[src/rtl/adcpp_pkg.sv]
package adcpp_pkg;
  localparam int RES_W     = 12;
  localparam int LOG_MAX   = 5;
  localparam int AVG_SEL_W = 3;

  typedef enum logic [1:0] {
    CMP_BELOW   = 2'd0,
    CMP_ATLEAST = 2'd1,
    CMP_OUTSIDE = 2'd2,
    CMP_INSIDE  = 2'd3
  } cmp_mode_e;
endpackage

[src/rtl/adcpp_avg.sv]
module adcpp_avg #(
  parameter int DATA_W  = 12,
  parameter int LOG_MAX = 5,
  parameter int SEL_W   = 3
) (
  input  logic              clk,
  input  logic              rst_n,
  input  logic              in_valid,
  input  logic [DATA_W-1:0] in_data,
  input  logic [SEL_W-1:0]  avg_sel,
  output logic              out_valid,
  output logic [DATA_W-1:0] out_data
);
  localparam int ACC_W = DATA_W + LOG_MAX;
  localparam int CNT_W = LOG_MAX;

  logic [CNT_W-1:0] cnt_q, cnt_d;
  logic [ACC_W-1:0] acc_q, acc_d, sum;
  logic             avg_on, last;
  int unsigned      shift;

  always_comb begin
    avg_on = (int'(avg_sel) + 2) <= LOG_MAX;
    shift  = int'(avg_sel) + 2;
    sum    = acc_q + ACC_W'(in_data);
    last   = avg_on && (cnt_q == CNT_W'((1 << shift) - 1));
    out_valid = in_valid && (!avg_on || last);
    out_data  = avg_on ? DATA_W'(sum >> shift) : in_data;
    cnt_d = cnt_q;
    acc_d = acc_q;
    if (!avg_on) begin
      cnt_d = '0;
      acc_d = '0;
    end else if (in_valid) begin
      if (last) begin
        cnt_d = '0;
        acc_d = '0;
      end else begin
        cnt_d = cnt_q + 1'b1;
        acc_d = sum;
      end
    end
  end

  always_ff @(posedge clk or negedge rst_n) begin
    if (!rst_n) begin
      cnt_q <= '0;
      acc_q <= '0;
    end else begin
      cnt_q <= cnt_d;
      acc_q <= acc_d;
    end
  end

  // a finished set restarts the counter
  a_r3_set_restarts: assert property (@(posedge clk) disable iff (!rst_n)
    (out_valid && avg_on) |=> (cnt_q == '0));
  // with averaging off no partial set is held
  a_r2_no_partial: assert property (@(posedge clk) disable iff (!rst_n)
    !avg_on |=> (acc_q == '0));
endmodule

[src/rtl/adcpp_offset.sv]
module adcpp_offset #(
  parameter int DATA_W = 12
) (
  input  logic [DATA_W-1:0] in_data,
  input  logic [DATA_W-1:0] ofs_value,
  input  logic              ofs_sub,
  output logic [DATA_W-1:0] out_data
);
  logic [DATA_W:0] wide_sum;

  always_comb begin
    wide_sum = {1'b0, in_data} + {1'b0, ofs_value};
    if (ofs_sub) begin
      out_data = (in_data < ofs_value) ? '0 : (in_data - ofs_value);
    end else begin
      out_data = wide_sum[DATA_W] ? '1 : wide_sum[DATA_W-1:0];
    end
  end
endmodule

[src/rtl/adcpp_window.sv]
module adcpp_window
  import adcpp_pkg::*;
#(
  parameter int DATA_W = 12
) (
  input  logic [DATA_W-1:0] value,
  input  logic [DATA_W-1:0] thr_a,
  input  logic [DATA_W-1:0] thr_b,
  input  logic [1:0]        mode,
  output logic              hit
);
  logic below_a, above_b, ordered;

  always_comb begin
    below_a = value < thr_a;
    above_b = value > thr_b;
    ordered = thr_a <= thr_b;
    case (cmp_mode_e'(mode))
      CMP_BELOW:   hit = below_a;
      CMP_ATLEAST: hit = !below_a;
      CMP_OUTSIDE: hit = ordered ? (below_a || above_b) : (below_a && above_b);
      default:     hit = ordered ? (!below_a && !above_b) : (!below_a || !above_b);
    endcase
  end
endmodule

[src/rtl/adcpp_top.sv]
module adcpp_top
  import adcpp_pkg::*;
#(
  parameter int DATA_W  = RES_W,
  parameter int AVG_LOG = LOG_MAX,
  parameter int SEL_W   = AVG_SEL_W
) (
  input  logic              clk,
  input  logic              rst_n,
  input  logic              raw_valid,
  input  logic [DATA_W-1:0] raw_data,
  input  logic [SEL_W-1:0]  avg_sel,
  input  logic [DATA_W-1:0] ofs_value,
  input  logic              ofs_sub,
  input  logic              cmp_en,
  input  logic [1:0]        cmp_mode,
  input  logic [DATA_W-1:0] thr_a,
  input  logic [DATA_W-1:0] thr_b,
  input  logic              ovr_en,
  input  logic              dma_en,
  input  logic              flag_ack,
  output logic [DATA_W-1:0] result,
  output logic              done_flag,
  output logic              dma_req
);
  logic              avg_valid;
  logic [DATA_W-1:0] avg_data, ofs_data;
  logic              win_hit, accept;
  logic [DATA_W-1:0] result_q, result_d;
  logic              flag_q, flag_d, dma_q, dma_d;

  adcpp_avg #(.DATA_W(DATA_W), .LOG_MAX(AVG_LOG), .SEL_W(SEL_W)) u_avg (
    .clk(clk), .rst_n(rst_n), .in_valid(raw_valid), .in_data(raw_data),
    .avg_sel(avg_sel), .out_valid(avg_valid), .out_data(avg_data));

  adcpp_offset #(.DATA_W(DATA_W)) u_ofs (
    .in_data(avg_data), .ofs_value(ofs_value), .ofs_sub(ofs_sub),
    .out_data(ofs_data));

  adcpp_window #(.DATA_W(DATA_W)) u_win (
    .value(ofs_data), .thr_a(thr_a), .thr_b(thr_b), .mode(cmp_mode),
    .hit(win_hit));

  always_comb begin
    accept   = avg_valid && (!cmp_en || win_hit) && (ovr_en || !flag_q);
    result_d = accept ? ofs_data : result_q;
    flag_d   = accept || (flag_q && !flag_ack);
    dma_d    = accept && dma_en;
  end

  always_ff @(posedge clk or negedge rst_n) begin
    if (!rst_n) begin
      result_q <= '0;
      flag_q   <= 1'b0;
      dma_q    <= 1'b0;
    end else begin
      if (accept) result_q <= result_d;
      flag_q <= flag_d;
      dma_q  <= dma_d;
    end
  end

  assign result    = result_q;
  assign done_flag = flag_q;
  assign dma_req   = dma_q;

  // every request accompanies a set flag
  a_r13_req_with_flag: assert property (@(posedge clk) disable iff (!rst_n)
    dma_req |-> done_flag);
  // a held flag protects the stored value
  a_r10_hold_result: assert property (@(posedge clk) disable iff (!rst_n)
    (done_flag && !ovr_en) |=> $stable(result));
  // a failing window test changes nothing
  a_r9_miss_no_commit: assert property (@(posedge clk) disable iff (!rst_n)
    (avg_valid && cmp_en && !win_hit && !flag_ack) |=> ($stable(done_flag) && $stable(result)));
  // acknowledge without a commit clears the flag
  a_r12_ack_clears: assert property (@(posedge clk) disable iff (!rst_n)
    (flag_ack && !avg_valid) |=> !done_flag);
  // the flag can only rise after a sample strobe
  a_r2_flag_source: assert property (@(posedge clk) disable iff (!rst_n)
    $rose(done_flag) |-> $past(raw_valid));
endmodule

[config.mk]
export PLATFORM = sky130hd
export DESIGN_NAME = adcpp_top
export DESIGN_NICKNAME = d
export VERILOG_FILES = /design/src/rtl/adcpp_pkg.sv /design/src/rtl/adcpp_avg.sv /design/src/rtl/adcpp_offset.sv /design/src/rtl/adcpp_window.sv /design/src/rtl/adcpp_top.sv
export SDC_FILE = /design/constraint.sdc
export NUM_CORES = 1
export LEC_CHECK = 0
export BUFFER_PORTS_ARGS = -buffer_cell sky130_fd_sc_hd__buf_2
export CAP_MARGIN = 20
export CELL_PAD_IN_SITES_DETAIL_PLACEMENT = 0
export CELL_PAD_IN_SITES_GLOBAL_PLACEMENT = 1
export CORE_MARGIN = 1.5
export CORE_UTILIZATION = 45
export CTS_CLUSTER_SIZE = 30
export DETAILED_ROUTE_END_ITERATION = 8
export GPL_TIMING_DRIVEN = 0
export PLACE_DENSITY_LB_ADDON = 0.1
export SYNTH_ARGS = -nofsm -noshare
export SYNTH_HDL_FRONTEND = slang
export SYNTH_HIERARCHICAL = 1
export SYNTH_SLANG_ARGS = --single-unit
[constraint.sdc]
create_clock -name clk -period 12.9 [get_ports clk]
set_input_delay 3.87 -clock clk [delete_from_list [all_inputs] [get_ports clk]]
set_output_delay 3.87 -clock clk [all_outputs]
set_load 0.02 [all_outputs]
## Yosys cells after proc, flatten, opt, wreduce, memory -nomap -nowiden

Cells that the tools add are included.

| word-level totals | value |
|---|---|
| bits in latches | 0 |
| logic and storage cells | 56 |
| register bits after elaboration | 36 |
| memories | 0 |
| bits in read-only memories | 0 |
| output and inout port bits | 14 |
| memory bits (writable) | 0 |

| operators by class | value |
|---|---|
| equal/unequal tests | 4 |
| div/mod/pow operators | 0 |
| mux-type cells | 13 |
| $mul | 0 |
| add/subtract/negate cells | 6 |
| bitwise operators | 0 |
| reduce and logical (&&, ||, !) cells | 21 |
| shift operators | 2 |
| $lt $le $gt $ge | 5 |

Operators by type and width:

| kind | count |
|---|---|
| $mux W17 | 3 |
| $mux W12 | 4 |
| $shl A1 B32 Y5 const A | 1 |
| $shr A17 B32 Y12 | 1 |
| $lt A12 B12 Y1 | 2 |
| $add A17 B12 Y17 | 1 |
| $mux W5 | 3 |
| $add A12 B12 Y13 | 1 |
| $gt A12 B12 Y1 | 1 |
| $le A12 B12 Y1 | 1 |
| $sub A12 B12 Y12 | 1 |
| $logic_and A1 B1 Y1 | 8 |
| $logic_not A1 Y1 | 6 |
| $logic_or A1 B1 Y1 | 6 |
| $add A5 B1 Y5 const B | 1 |
| $eq A5 B5 Y1 | 1 |
| $sub A5 B2 Y5 const B | 1 |
| $add A3 B2 Y4 const B | 1 |
| $le A4 B3 Y1 const B | 1 |
| $pmux W1 S3 | 1 |
| $eq A2 B1 Y1 const B | 1 |
| $eq A2 B2 Y1 const B | 1 |
| $logic_not A2 Y1 | 1 |
| $mux W1 | 2 |
| $ne A2 B2 Y1 const B | 1 |

## Depth between registers and ports, before layout

| logic depth | value |
|---|---|
| word-level depth | 15 |
| mapped depth | 31 |
| mapped depth without buffers | 29 |

## Hierarchy

The synthesis kept the hierarchy.

By module, submodules not included:

| module | sequential area each (µm²) | instances | cells an instance | area each (µm²) |
|---|---|---|---|---|
| adcpp_avg | 550.5 | 1 | 278 | 2234.6 |
| adcpp_offset | 0.0 | 1 | 197 | 1426.4 |
| adcpp_window | 0.0 | 1 | 116 | 878.3 |
| adcpp_top | 350.3 | 1 | 33 | 581.8 |

## Least setup slack after synthesis

OpenSTA, ideal clock, no wires.

| timing path | value |
|---|---|
| path kind | in2reg |
| start | input raw_data[0] |
| end | register result_q[0] (netlist: result[0]) |
| buffers on the path | 2 |
| cell stages on the path | 29 |
| setup slack | 2.647 ns |
| library setup time | 0.125 ns |
| data required time | 12.775 ns |
| arrival time | 10.128 ns |
| cell sequence | ha_1 -> fa_1 -> a21oi_1 -> o21ai_1 -> a311oi_2 -> o21ai_0 -> xnor2_1 -> o21ai_0 -> a21oi_1 -> o31ai_1 -> ha_1 -> buf_6 -> or3_4 -> nor3_4 -> o211ai_2 -> a32oi_4 -> nor2_2 -> a2111oi_2 -> ha_1 -> a21oi_2 -> o21ai_1 -> a221o_1 -> o21ai_2 -> o221ai_2 -> a22oi_2 -> xnor2_1 -> o221ai_4 -> buf_12 -> mux2_4 |

| between the ends | value |
|---|---|
| word-level cells in the longest chain between the ends | 14 |
| elaborated cells between the ends (all ways) | 23 |

RTL lines:

| what | RTL line | text |
|---|---|---|
| start: declaration | adcpp_top.sv:11 | `input logic [DATA_W-1:0] raw_data,` |
| $add A17 B12 Y17 * | adcpp_avg.sv:25 | `sum = acc_q + ACC_W'(in_data);` |
| $shr A17 B32 Y12 * | adcpp_avg.sv:28 | `out_data = avg_on ? DATA_W'(sum >> shift) : in_data;` |
| $mux W12 * | adcpp_avg.sv:28 |  |
| net avg_data[9] | adcpp_top.sv:27 | `logic [DATA_W-1:0] avg_data, ofs_data;` |
| $add A12 B12 Y13 / $lt A12 B12 Y1 (equally long branches) | adcpp_offset.sv:12, adcpp_offset.sv:14 |  |
| $mux W12 (on tied branches) | adcpp_offset.sv:16, adcpp_offset.sv:14 |  |
| $mux W12 * | adcpp_offset.sv:13 | `if (ofs_sub) begin` |
| net ofs_data[7] | adcpp_top.sv:27 |  |
| $lt A12 B12 Y1 / $gt A12 B12 Y1 (equally long branches) | adcpp_window.sv:15, adcpp_window.sv:16 |  |
| $logic_not A1 Y1 (on tied branches) | adcpp_window.sv:20, adcpp_window.sv:22 |  |
| $logic_or A1 B1 Y1 / $logic_and A1 B1 Y1 (equally long branches) | adcpp_window.sv:22 | `default: hit = ordered ? (!below_a && !above_b) : (!below_a \|\| !above_b);` |
| $mux W1 | adcpp_window.sv:22 |  |
| $pmux W1 S3 * | adcpp_window.sv:18 | `case (cmp_mode_e'(mode))` |
| net win_hit | adcpp_top.sv:28 | `logic win_hit, accept;` |
| $logic_or A1 B1 Y1 * | adcpp_top.sv:45 | `accept = avg_valid && (!cmp_en \|\| win_hit) && (ovr_en \|\| !flag_q);` |
| $logic_and A1 B1 Y1 * (2 in series) | adcpp_top.sv:45 |  |
| end signal: assignment | adcpp_top.sv:57 | `if (accept) result_q <= result_d;` |
| end: declaration | adcpp_top.sv:29 | `logic [DATA_W-1:0] result_q, result_d;` |

Mark *: on every way through the listed nets, which the timed path passes. The rest lies on a longest branch.
A chain may end at the register's enable or synchronous reset.

## Worst setup path after layout

| timing path | value |
|---|---|
| start | input raw_data[0] |
| end | register result_q[7] (netlist: result[7]) |

| between the ends | value |
|---|---|
| word-level cells in the longest chain between the ends | 14 |
| elaborated cells between the ends (all ways) | 23 |

RTL lines:

| what | RTL line | text |
|---|---|---|
| $add A17 B12 Y17 * | adcpp_avg.sv:25 |  |
| $shr A17 B32 Y12 * | adcpp_avg.sv:28 |  |
| $mux W12 * | adcpp_avg.sv:28 |  |
| net avg_data[9] | adcpp_top.sv:27 |  |
| $add A12 B12 Y13 (tied with other cells) | adcpp_offset.sv:12 | `wide_sum = {1'b0, in_data} + {1'b0, ofs_value};` |
| $mux W12 (on tied branches) | adcpp_offset.sv:16, adcpp_offset.sv:14 |  |
| $mux W12 * | adcpp_offset.sv:13 |  |
| net ofs_data[11] | adcpp_top.sv:27 |  |
| $lt A12 B12 Y1 / $gt A12 B12 Y1 (equally long branches) | adcpp_window.sv:15, adcpp_window.sv:16 |  |
| $logic_not A1 Y1 (on tied branches) | adcpp_window.sv:20, adcpp_window.sv:22 |  |
| $logic_or A1 B1 Y1 / $logic_and A1 B1 Y1 (equally long branches) | adcpp_window.sv:22 |  |
| $mux W1 | adcpp_window.sv:22 |  |
| $pmux W1 S3 * | adcpp_window.sv:18 |  |
| net win_hit | adcpp_top.sv:28 |  |
| $logic_or A1 B1 Y1 * | adcpp_top.sv:45 |  |
| $logic_and A1 B1 Y1 * (2 in series) | adcpp_top.sv:45 |  |

Marked as above.

==> run metrics <==
Worst Skew 0.0120 ns; Final Hold Vio Count 0; count leader, synth ha_1; WL final 14.7 mm; endpoints failing setup 0; data required time of the critical path ~13 ns; Synth area leaders ha_1, dfrtp_1, inv_1; Net Count, Synth 763; clk root buf clkbuf_16; hold path cells 2; via-per-instance ratio ~6; f_max about 87 MHz; worst slew pin tran ~0.86 ns; Worst VDD drop 0.0000904 V; DRC 0; Syn Inst Count roughly 620; first-pass GRT wire length 23.8 mm; core area 11000 um2; # H-tree levels 2; initial DRC count between 200 and 300; CTS tree built; IO Pins 75; Seq cells post-synth 36; post-synthesis sequential area ratio 17.6%; row count 38; wire per inst 17.3 um; Die Width 110 um; GRT Total Usage 25.4%; Post-CTS Resized 0; fraction of layout cells with a size suffix above 1 19.7%; status completed; Main synth FF type dfrtp_1; Final min period 11.56 ns; TritonRoute pass-1 iters 5; Relative slew margins a little over two fifths; fin area 5830 um2; slowest stage delay, CP 0.57 ns; Post-Synth XOR/XNOR Area 2.74%; CP max-delay cell a22oi_1; Final Cycle Share 89.6%; synthesized-area fraction occupied by and/or/nand/nor cells about 18%; kind of critical path in -> reg; PwrDens 172 nW/um2; endpoint class of the critical path register; synth warn 6; TNS Setup 0 ns; Metal-1 WL 6.28 mm; crit path DAT 11.72 ns; compound-cell area share of the yosys netlist approximately 28%; routed wl met3 about 600 um; Post-synth EDFFs 0; CTS Buf Count 5; final-stage net count 844; max_cap viols 0; Yosys cell types 85; Post-CTS Setup Bufs 0; clock buffer depth 2; gpl congestion 0.936; largest net degree at the start of global routing 37; Post-synth ARST share 100%; RSZ-0062 raised after global routing false; grt total ovfl 0; most frequent cells after synthesis ha_1, inv_1, nand2_1; Top Layer Used met4; ant diodes 0; TritonCTS Sinks 36; Area after DPL ~5700 um2; Die Area 12000 um2; Critical Path Fanout Max 10; initial antenna violation count 0; main combinational cell family by area after synthesis compound AO/OA/AOI/OAI gates; worst hold path type reg -> reg; share of the synthesized area in the top cell type 18.3%; Layout area overhead 13.9%; R2R depth 30; die height about 110 um; Leak 2.89 nW; vias between 4000 and 5000; Post-Syn Area ~5100 um2; vias in the first global route 4804; mux cell area share after synthesis 6.77%; Antenna Nets Post-Route 0; Slew Limit Fails 0; Startpoint Class input pin; initial cell density of the core between 40% and 50%; Routed met2 length 7.43 mm; adder-cell share of the synthesized area a little under 20%; detailed placer's ending HPWL ~12 mm; Reg clk slew, reported paths 0.06 ns; port bufs between 70 and 80; mean post-synth cell area roughly 8.2 um2; # hold bufs at CTS 0; dominant cell type by area after synthesis ha_1; Worst-Skew Late Latency 0.29 ns
[where the power goes]
group / internal [W] / switching, W / total (W)
Sequential: 0.000149 / 0.0000232 / 0.000172
Combinational: 0.000287 / 0.000404 / 0.000691
Clock: 0.0000910 / 0.0000499 / 0.000141
[routing by layer]
metal | vias to the layer above | global-route usage, %
met2 | 126 | 46.1
met5 | - | 0
met4 | 0 | 8.72
met3 | 21 | 3.32
li1 | 2470 | -
met1 | 2361 | 30.7
[worst paths after layout]
check                                from             end  slack [ns]
max reg2reg                u_avg/acc_q[0]       result[7]        4.65
min                        u_avg/acc_q[3]  u_avg/acc_q[3]        0.50
min reg2reg                u_avg/acc_q[3]  u_avg/acc_q[3]        0.50
max                           raw_data[0]       result[7]        1.34
max in group asynchronous           rst_n         dma_req        8.66
min in group asynchronous           rst_n       result[9]        3.69
[metrics by stage]
step	utilization [%]	instances	hold slack [ns]	total power [W]	worst slack, ns
after CTS	53.1	846	0.503	0.00101	1.36
after floorplan	-	624	0.454	0.000691	2.65
after detailed placement	51.6	838	0.489	0.000860	1.08
after global placement	51.6	838	0.471	0.000844	1.21
final	53.1	846	0.499	0.00100	1.34
after global routing	53.1	846	0.519	0.00110	0.908
[placed cells by master, fill, tap and decap left out, types with 6 or more instances in the layout]
| cell type | netlist | routed |
|---|---|---|
| and3_1 | 6 | 6 |
| nor3_1 | 14 | 14 |
| clkbuf_1 | 11 | 12 |
| mux2_4 | 9 | 9 |
| a211oi_1 | 7 | 7 |
| nor2_1 | 33 | 33 |
| a22o_1 | 10 | 10 |
| nand2b_1 | 10 | 10 |
| mux2i_1 | 11 | 11 |
| dfrtp_1 | 36 | 36 |
| o22ai_1 | 7 | 7 |
| nand2_1 | 61 | 61 |
| o21ai_1 | 8 | 8 |
| o21ai_0 | 34 | 34 |
| buf_2 | 4 | 78 |
| xnor2_1 | 12 | 12 |
| nand3_1 | 18 | 18 |
| ha_1 | 75 | 75 |
| a21oi_1 | 41 | 41 |
| inv_1 | 63 | 63 |
| a31oi_1 | 9 | 9 |
| or3_1 | 6 | 6 |
| nand4_1 | 10 | 10 |
| a21o_1 | 10 | 10 |
[area by class of cell]
| class | instances | area [um2] |
|---|---|---|
| Fill cell | 1087 | 5150 |
| Multi-Input combinational cell | 502 | 3850 |
| Sequential cell | 36 | 901 |
| Timing Repair Buffer | 74 | 370 |
| Inverter | 65 | 244 |
| Tap cell | 140 | 175 |
| Buffer | 21 | 130 |
| Clock buffer | 6 | 129 |
| Clock inverter | 2 | 35.0 |
[state kept, by name, indices dropped and copies added, names as in the netlist]
signal       flops
u_avg/acc_q     17
result          12
u_avg/cnt_q      5
dma_req          1
done_flag        1
[cell families (layout without fill, tap and decap cells)]
kind of cell,Yosys count,count (layout)
DFF,36,36
AOI/OAI and AO/OA,196,196
and+or+nand+nor,185,185
muxes,27,27
xor gates and xnor gates,16,16
adders and majority gates,78,78
buffers and inverters,86,168
[worst max-delay path: cells and delay by family]
| kind | cells | cell delay, ns |
|---|---|---|
| xor gates and xnor gates | 2 | 0.37 |
| and+or+nand+nor | 3 | 0.66 |
| AOI/OAI and AO/OA | 16 | 4.46 |
| buffers and inverters | 5 | 0.69 |
| muxes | 1 | 0.30 |
| adders and majority gates | 4 | 1.36 |
Note: power is estimated with default switching activity, not from simulation.
